<file path="config.mk">
export PLATFORM = sky130hd
export DESIGN_NAME = xo_exec_front
export DESIGN_NICKNAME = d
export VERILOG_FILES = /design/src/rtl/xo_pkg.sv /design/src/rtl/xo_immext.sv /design/src/rtl/xo_alu.sv /design/src/rtl/xo_loadext.sv /design/src/rtl/xo_exec_front.sv
export SDC_FILE = /design/constraint.sdc
export NUM_CORES = 1
export LEC_CHECK = 0
export BUFFER_PORTS_ARGS = -buffer_cell sky130_fd_sc_hd__buf_2
export CAP_MARGIN = 20
export CORE_ASPECT_RATIO = 1.75
export CORE_MARGIN = 2
export CORE_UTILIZATION = 47
export CTS_CLUSTER_DIAMETER = 60
export CTS_CLUSTER_SIZE = 25
export DETAILED_ROUTE_END_ITERATION = 16
export PLACE_DENSITY = 0.78
export SLEW_MARGIN = 20
export SYNTH_ARGS = -nofsm -noshare
export SYNTH_HDL_FRONTEND = slang
export SYNTH_SLANG_ARGS = --single-unit
</file>
<file path="constraint.sdc">
create_clock -name clk -period 4.9 [get_ports clk]
set_input_delay 0.49 -clock clk [delete_from_list [all_inputs] [get_ports clk]]
set_output_delay 0.49 -clock clk [all_outputs]
set_load 0.01 [all_outputs]
</file>
<file path="src/rtl/xo_pkg.sv">
package xo_pkg;

  typedef enum logic [3:0] {
    OP_ADD   = 4'd0,
    OP_ADDU  = 4'd1,
    OP_SUB   = 4'd2,
    OP_SUBU  = 4'd3,
    OP_AND   = 4'd4,
    OP_OR    = 4'd5,
    OP_XOR   = 4'd6,
    OP_NOR   = 4'd7,
    OP_ADDI  = 4'd8,
    OP_ADDIU = 4'd9,
    OP_ANDI  = 4'd10,
    OP_ORI   = 4'd11,
    OP_XORI  = 4'd12,
    OP_LUI   = 4'd13,
    OP_LOAD  = 4'd14,
    OP_NONE  = 4'd15
  } xo_op_e;

  typedef enum logic [1:0] {
    LD_BYTE_S = 2'd0,
    LD_BYTE_U = 2'd1,
    LD_HALF_S = 2'd2,
    LD_HALF_U = 2'd3
  } xo_ld_e;

  // operations whose second operand is the widened immediate
  function automatic logic op_takes_imm(xo_op_e op);
    case (op)
      OP_ADDI, OP_ADDIU, OP_ANDI, OP_ORI, OP_XORI, OP_LUI: op_takes_imm = 1'b1;
      default:                                             op_takes_imm = 1'b0;
    endcase
  endfunction

  // only these forms raise the overflow exception
  function automatic logic op_traps(xo_op_e op);
    case (op)
      OP_ADD, OP_SUB, OP_ADDI: op_traps = 1'b1;
      default:                 op_traps = 1'b0;
    endcase
  endfunction

endpackage

</file>
<file path="src/rtl/xo_immext.sv">
module xo_immext
  import xo_pkg::*;
#(
  parameter int DATA_W = 32,
  parameter int IMM_W  = 16
) (
  input  xo_op_e              op,
  input  logic [IMM_W-1:0]    imm,
  output logic [DATA_W-1:0]   ext
);
  localparam int PAD_W = DATA_W - IMM_W;

  always_comb begin
    case (op)
      OP_ADDI, OP_ADDIU: ext = {{PAD_W{imm[IMM_W-1]}}, imm};
      OP_LUI:            ext = {imm, {PAD_W{1'b0}}};
      default:           ext = {{PAD_W{1'b0}}, imm};
    endcase
  end
endmodule

</file>
<file path="src/rtl/xo_alu.sv">
module xo_alu
  import xo_pkg::*;
#(
  parameter int DATA_W = 32
) (
  input  xo_op_e             op,
  input  logic [DATA_W-1:0]  a,
  input  logic [DATA_W-1:0]  b,
  output logic [DATA_W-1:0]  res,
  output logic               ovf
);
  localparam int MSB = DATA_W - 1;

  logic [DATA_W-1:0] sum, diff;
  logic              sum_ovf, diff_ovf;

  assign sum  = a + b;
  assign diff = a - b;
  // same-sign inputs with a flipped result sign
  assign sum_ovf  = (a[MSB] == b[MSB]) && (sum[MSB] != a[MSB]);
  // opposite-sign inputs with the result sign leaving a's sign
  assign diff_ovf = (a[MSB] != b[MSB]) && (diff[MSB] != a[MSB]);

  always_comb begin
    ovf = 1'b0;
    case (op)
      OP_ADD, OP_ADDU, OP_ADDI, OP_ADDIU: begin
        res = sum;
        ovf = op_traps(op) && sum_ovf;
      end
      OP_SUB, OP_SUBU: begin
        res = diff;
        ovf = op_traps(op) && diff_ovf;
      end
      OP_AND, OP_ANDI: res = a & b;
      OP_OR,  OP_ORI:  res = a | b;
      OP_XOR, OP_XORI: res = a ^ b;
      OP_NOR:          res = ~(a | b);
      OP_LUI:          res = b;
      default:         res = '0;
    endcase
  end
endmodule

</file>
<file path="src/rtl/xo_loadext.sv">
module xo_loadext
  import xo_pkg::*;
#(
  parameter int DATA_W = 32
) (
  input  logic [DATA_W-1:0]          data,
  input  logic [$clog2(DATA_W/8)-1:0] addr,
  input  xo_ld_e                     kind,
  output logic [DATA_W-1:0]          value
);
  localparam int BYTES = DATA_W / 8;
  localparam int HALFS = DATA_W / 16;
  localparam int AW    = $clog2(BYTES);

  logic [7:0]  byte_lane [BYTES];
  logic [15:0] half_lane [HALFS];

  genvar gi;
  generate
    for (gi = 0; gi < BYTES; gi++) begin : g_byte
      assign byte_lane[gi] = data[gi*8 +: 8];
    end
    for (gi = 0; gi < HALFS; gi++) begin : g_half
      assign half_lane[gi] = data[gi*16 +: 16];
    end
  endgenerate

  logic [7:0]    bsel;
  logic [15:0]   hsel;
  logic [AW-1:0] hidx;

  assign hidx = addr >> 1;
  assign bsel = byte_lane[addr];
  assign hsel = half_lane[hidx[AW-2:0]];

  always_comb begin
    case (kind)
      LD_BYTE_S: value = {{(DATA_W-8){bsel[7]}}, bsel};
      LD_BYTE_U: value = {{(DATA_W-8){1'b0}}, bsel};
      LD_HALF_S: value = {{(DATA_W-16){hsel[15]}}, hsel};
      default:   value = {{(DATA_W-16){1'b0}}, hsel};
    endcase
  end
endmodule

</file>
<file path="src/rtl/xo_exec_front.sv">
module xo_exec_front
  import xo_pkg::*;
#(
  parameter int DATA_W = 32,
  parameter int IMM_W  = 16,
  parameter int LA_W   = $clog2(DATA_W/8)
) (
  input  logic              clk,
  input  logic              rst,
  input  logic              in_valid,
  output logic              in_ready,
  input  logic [3:0]        in_op,
  input  logic [DATA_W-1:0] in_a,
  input  logic [DATA_W-1:0] in_b,
  input  logic [IMM_W-1:0]  in_imm,
  input  logic [DATA_W-1:0] in_ld_data,
  input  logic [1:0]        in_ld_kind,
  input  logic [LA_W-1:0]   in_ld_addr,
  output logic              out_valid,
  input  logic              out_ready,
  output logic [DATA_W-1:0] out_result,
  output logic              out_ovf,
  output logic              out_wr_en
);
  xo_op_e            op;
  logic [DATA_W-1:0] imm_ext, opnd_b, alu_res, ld_val, res_d;
  logic              alu_ovf, take;

  assign op = xo_op_e'(in_op);

  xo_immext #(.DATA_W(DATA_W), .IMM_W(IMM_W)) u_immext (
    .op(op), .imm(in_imm), .ext(imm_ext)
  );

  assign opnd_b = op_takes_imm(op) ? imm_ext : in_b;

  xo_alu #(.DATA_W(DATA_W)) u_alu (
    .op(op), .a(in_a), .b(opnd_b), .res(alu_res), .ovf(alu_ovf)
  );

  xo_loadext #(.DATA_W(DATA_W)) u_loadext (
    .data(in_ld_data), .addr(in_ld_addr),
    .kind(xo_ld_e'(in_ld_kind)), .value(ld_val)
  );

  assign res_d    = (op == OP_LOAD) ? ld_val : alu_res;
  assign in_ready = !out_valid || out_ready;
  assign take     = in_valid && in_ready;

  always_ff @(posedge clk) begin
    if (rst) begin
      out_valid  <= 1'b0;
      out_ovf    <= 1'b0;
      out_wr_en  <= 1'b0;
      out_result <= '0;
    end else if (take) begin
      out_valid  <= 1'b1;
      out_result <= res_d;
      out_ovf    <= alu_ovf;
      out_wr_en  <= (op != OP_NONE) && !alu_ovf;
    end else if (out_ready) begin
      out_valid  <= 1'b0;
    end
  end
endmodule

</file>
# Word level (Yosys, flattened, before mapping)
# Index checks and enable logic that the tools add are counted.
# word_totals
register_bits	35
wordCells	73
in_bits	124
# classes
n_lt_le_gt_ge	2
n_eq_ne	21
n_mux	18
reduce_logical	20
addsub	2
bitwise	6
# ops
cell	n
case mux 32 bit (7 select lines)	1
case mux 32 bit (3 select lines)	1
2-to-1 mux 32 bit	2
case mux 32 bit (2 select lines)	1
2-to-1 mux 16 bit	3
adder 32 bit	1
bitwise AND 32 bit	1
inverter 32 bit	1
OR 32 bit	1
subtractor 32 bit	1
bitwise XOR 32 bit	1
== test 4 bit (second input constant)	7
binary-select mux 8 bit (select 2 bit)	1
== test 4 x 3 -> 1 bit (second input constant)	4
2-to-1 mux 8 bit	2
OR reduction 2 bit	5
== test 4 x 2 -> 1 bit (second input constant)	2
logical AND 1 bit	6
2-to-1 mux 1 bit	6
OR reduction 6 bit	1
== test 4 x 1 -> 1 bit (second input constant)	1
logical NOT 4 bit	1
inequality test 4 bit (second input constant)	1
OR reduction 4 bit	1
other kinds (14)	17

# Longest topological paths before layout
# depth
depth_word	11
mapped_depth	21
ltp_nobuf	16

# Modules after synthesis
# A second synthesis with hierarchy kept.
# unflattened
hier_cells	1193
hier_area_um2	8669.6
# by_module_without_submodules
mod	area_per_inst_um2	instances	cells_each
xo_alu	5486.5	1	841
xo_exec_front	2203.4	1	234
xo_loadext	573.0	1	59
xo_immext	406.6	1	59

# Worst setup path after synthesis
# No wires, ideal clock.
# synth_timing
path_kind	input to register
start	input in_op[3]
end	register out_wr_en
arrival_ps	4197
setup_slack_ps	632
cell_stages	21
required_time_ps	4830
cell_sequence	buf_2 -> nand2_1 -> nor3b_1 -> clkbuf_1 -> clkbuf_1 -> buf_1 -> nand2_1 -> nand2_1 -> o21a_1 -> inv_1 -> ha_1 -> buf_2 -> inv_1 -> a21oi_1 -> o31ai_1 -> a211oi_2 -> a41oi_2 -> a31oi_2 -> mux2i_1 -> or3_1 -> a21oi_1
# synth_between
elab_chain_cells	11
word_cells_on_any_way	35
# synth_rtl
element	line_no	source
start, declared	xo_exec_front.sv:12	input logic [3:0] in_op,
== test 4 bit (on tied branches)	--	
OR reduction 2 bit / OR reduction 6 bit (equally long branches)	xo_immext.sv:14, xo_pkg.sv:31	
case mux 32 bit (2 select lines) / 2-to-1 mux 1 bit (equally long branches)	xo_immext.sv:14, xo_pkg.sv:31	
2-to-1 mux 32 bit	xo_exec_front.sv:35	assign opnd_b = op_takes_imm(op) ? imm_ext : in_b;
subtractor 32 bit / adder 32 bit (equally long branches)	xo_alu.sv:18, xo_alu.sv:17	
inequality test 1 bit (on tied branches)	xo_alu.sv:22, xo_alu.sv:20	
logical AND 1 bit (on tied branches)	xo_alu.sv:22, xo_alu.sv:20	
logical AND 1 bit (on tied branches)	xo_alu.sv:33, xo_alu.sv:29	
case mux 1 bit (2 select lines)	xo_alu.sv:26	case (op)
logical NOT 1 bit	xo_exec_front.sv:60	out_wr_en <= (op != OP_NONE) && !alu_ovf;
logical AND 1 bit *	xo_exec_front.sv:60	
end signal, assigned	xo_exec_front.sv:60	
end, declared	xo_exec_front.sv:23	output logic out_wr_en
# Every way passes the cells marked *; elsewhere a longest branch is shown, timed or not. The select of a mux whose other input is x is not followed.
# A chain may end at the register's enable or synchronous reset.

# Worst setup path after layout
# layout_timing
start	input in_op[2]
end	register out_result[29]
# layout_between
elab_chain_cells	8
word_cells_on_any_way	33
# layout_rtl
element	line_no	source
branches (longest 7 deep; another with subtractor 32 bit)	--	
2-to-1 mux 32 bit *	xo_exec_front.sv:46	assign res_d = (op == OP_LOAD) ? ld_val : alu_res;
end signal, assigned	xo_exec_front.sv:58	out_result <= res_d;
end, declared	xo_exec_front.sv:21	output logic [DATA_W-1:0] out_result,
# Every way passes the cells marked *.

==> results.json <==
{
  "netlist.area_leader.share_pct": 18.74,
  "nFillCells": 1660,
  "fmax_ghz": 0.2356,
  "routed_wl_um": 33500,
  "hold_viol_final": 0,
  "grt_max_degree": 36,
  "finalSetupViolCount": 0,
  "ys_types": 88,
  "syn_nets": 1339,
  "ys.flop_type": "dfxtp_1",
  "row_count": 62,
  "finalNonFillerCells": 1449,
  "max_cap_viol_count": 0,
  "synth_edf_count": 0,
  "avgViaCountPerCell": 6.598,
  "initial_core_util_pct": 47.72,
  "nNetsFinal": 1467,
  "period_needed_ns": 4.245,
  "path_clk_slew_ns": 0.07,
  "yosys.area.top_type": "ha_1",
  "cts_tree": "built",
  "diodes": 0,
  "timing.final.crit_share_pct": 86.63,
  "cp_max_fo": 16,
  "cts_buffers": 5,
  "ys_ff_latch": 35,
  "antenna_found_initial": 0,
  "post-synth-top-count-cell": "ha_1",
  "leakage_nw": 4.123,
  "cts_hold_buf": 0,
  "end_kind": "flop",
  "arrival_ns": 4.40,
  "skew_ns": 0.004041,
  "track_usage_pct": 37.15,
  "ir_worst_vdd_v": 0.0001214,
  "area_growth_pct": 15.83,
  "wire_per_inst_um": 23.12,
  "cpMaxStageDelayCell": "a211oi_1",
  "grt_pass1_vias": 9432,
  "worstMarginPinSlew_ns": 1.006,
  "slew_viol_final": 0,
  "synthTopCellsByCount": "ha_1 (117), nor2_1 (110), nand2_1 (109)",
  "grt_pass1_wl_um": 50540,
  "hpwlAfterDp_um": 26420,
  "required_ns": 5.06,
  "postSynthCellCount": 1096,
  "drive_above_1_share_pct": 21.55,
  "grt_setup_unrepaired": "no",
  "place_inst": 1441,
  "syn_area_per_cell_sq_um": 7.127,
  "p_per_area_mw_per_mm2": 209.1,
  "clock-sinks": 35,
  "ctsResizeCount": 0,
  "synth.area.top_cells": "ha_1 (19%), dfxtp_1 (9.0%), a21oi_1 (5.4%)",
  "status": "finished, final reports clean",
  "dieArea_sq_mm": 0.01771,
  "slew_headroom_pct": 32.79,
  "cts_buffer_depth": 2,
  "syn-cell-area_sq_mm": 0.007811,
  "io_pins": 160,
  "drtPass1Iterations": 6,
  "power_w": 0.001892,
  "startpoint_type": "input pin",
  "insertion_delay_ns": 0.31,
  "cts-root-buf": "clkbuf_16",
  "die_h_um": 174.5,
  "whs_ns": 0.4294,
  "synthArstFlopShare_pct": 0,
  "worst-setup-path-type": "input pin to flop",
  "setup_tns_ns": 0,
  "cp_cell_sequence": "buf_2, nand2_1, nor3b_2, nor2_1, buf_12, a22o_1, inv_1, ha_1, a211oi_1, o211ai_2, nand4_1, nand2_1, a21o_1, a31o_2, a211oi_1, mux2i_1, a311oi_1",
  "die_x_um": 101.5,
  "hold_path_class": "input pin to flop",
  "cts_htree_levels": 2,
  "portBuffers": 159,
  "drtIter0Drc": 826,
  "worst_path_largest_cell_delay_ns": 0.50,
  "overflow": 0,
  "r2r_setup_slack_ns": 2.08,
  "yosysSeqAreaShare_pct": 8.970,
  "postCtsSetupBuffers": 0,
  "postRouteAntennaNets": 0,
  "vias": 9560,
  "core-area_sq_mm": 0.01637,
  "place.gp.congestion": 1.043,
  "drcViolationCount": 0,
  "yosys_warnings": 0
}
-- worst paths after layout --
check	startpoint	end	depth (start not counted)
setup / recovery	in_op[2]	out_result[29]	17
setup reg to reg	out_valid	out_result[27]	9
hold / removal	in_valid	out_valid	3
hold reg to reg	out_ovf	out_ovf	2
-- where the power goes --
part | leakage (nW) | internal (W) | switching, W
clock network | 0.0772 | 0.000218 | 0.000163
logic | 3.76 | 0.000438 | 0.000745
registers | 0.290 | 0.000314 | 0.0000150
-- logic make-up (layout without fill, tap and decap cells) --
group / after synthesis / count (layout) / share of synthesized area, %
AND/OR/NAND/NOR: 332 / 332 / 19.40
flip-flops: 35 / 35 / 8.970
AO/OA/AOI/OAI: 401 / 401 / 38.15
adder cells (fa/ha/maj): 119 / 119 / 19.25
multiplexers: 25 / 25 / 4.485
XOR/XNOR: 5 / 5 / 0.5606
buffers and inverters: 179 / 308 / 9.178
-- metrics by stage --
stage          instance area (sq um)  utilization, %  setup WS [ns]
2_1_floorplan                   7811               -         0.6323
3_3_place_gp                    8891           54.32         0.4638
3_5_place_dp                    8891           54.32         0.4490
4_1_cts                         9047           55.27         0.7622
5_1_grt                         9047           55.27         0.4422
6_report                        9047           55.27         0.6549
-- cell type report --
| type | count | area (sq um) | share of cell area, % |
|---|---|---|---|
| Multi-Input combinational cell | 882 | 6411 | 70.86 |
| Tap cell | 224 | 280.3 | 3.098 |
| Inverter | 98 | 367.9 | 4.066 |
| Clock buffer | 8 | 156.4 | 1.729 |
| Timing Repair Buffer | 202 | 1131 | 12.50 |
| Sequential cell | 35 | 700.7 | 7.744 |
-- routing by layer --
layer  part of all wire [%]  GRT usage, %  vias to the layer above
li1                       -             -                     4305
met1                     33         37.37                     4405
met2                     49         64.32                      637
met3                    8.6         6.594                      213
met4                    9.9         31.08                        0
met5                      0             0                        -
-- sequential cells by signal, indices dropped and copies added (netlist names) --
register / count
out_result: 32
out_ovf: 1
out_valid: 1
out_wr_en: 1
-- critical path: cells and delay by family --
| kind | cells | cell delay [ns] |
|---|---|---|
| AOI/OAI and AO/OA | 7 | 2.07 |
| adders and majority gates | 1 | 0.29 |
| buffers and inverters | 3 | 0.53 |
| muxes | 1 | 0.24 |
| and+or+nand+nor | 5 | 0.77 |
-- cells in the final DEF (no fill, tap or decap), types with 6 or more instances in the layout --
master and count:
o21bai_1 15, inv_1 96, nor2b_1 9, a2111oi_0 14, buf_4 42, a311oi_1 10
a21o_1 9, nor3_1 31, a21oi_1 84, a22o_1 16, mux2_2 10, o31ai_1 7
mux2i_1 8, a41oi_1 6, o22ai_1 8, nand4_1 10, o2111ai_1 8, buf_2 159
mux4_2 7, a211oi_1 21, o21a_1 15, nand2_1 109, nand3_1 12, nand2b_1 8
a221o_1 20, o211ai_1 13, nor2_1 108, a222oi_1 12, a221oi_1 12, dfxtp_1 35
and2_1 8, o21ai_0 66, ha_1 117, nor4_1 10, o221ai_1 6
No activity file was read; power rests on OpenSTA's default activity.
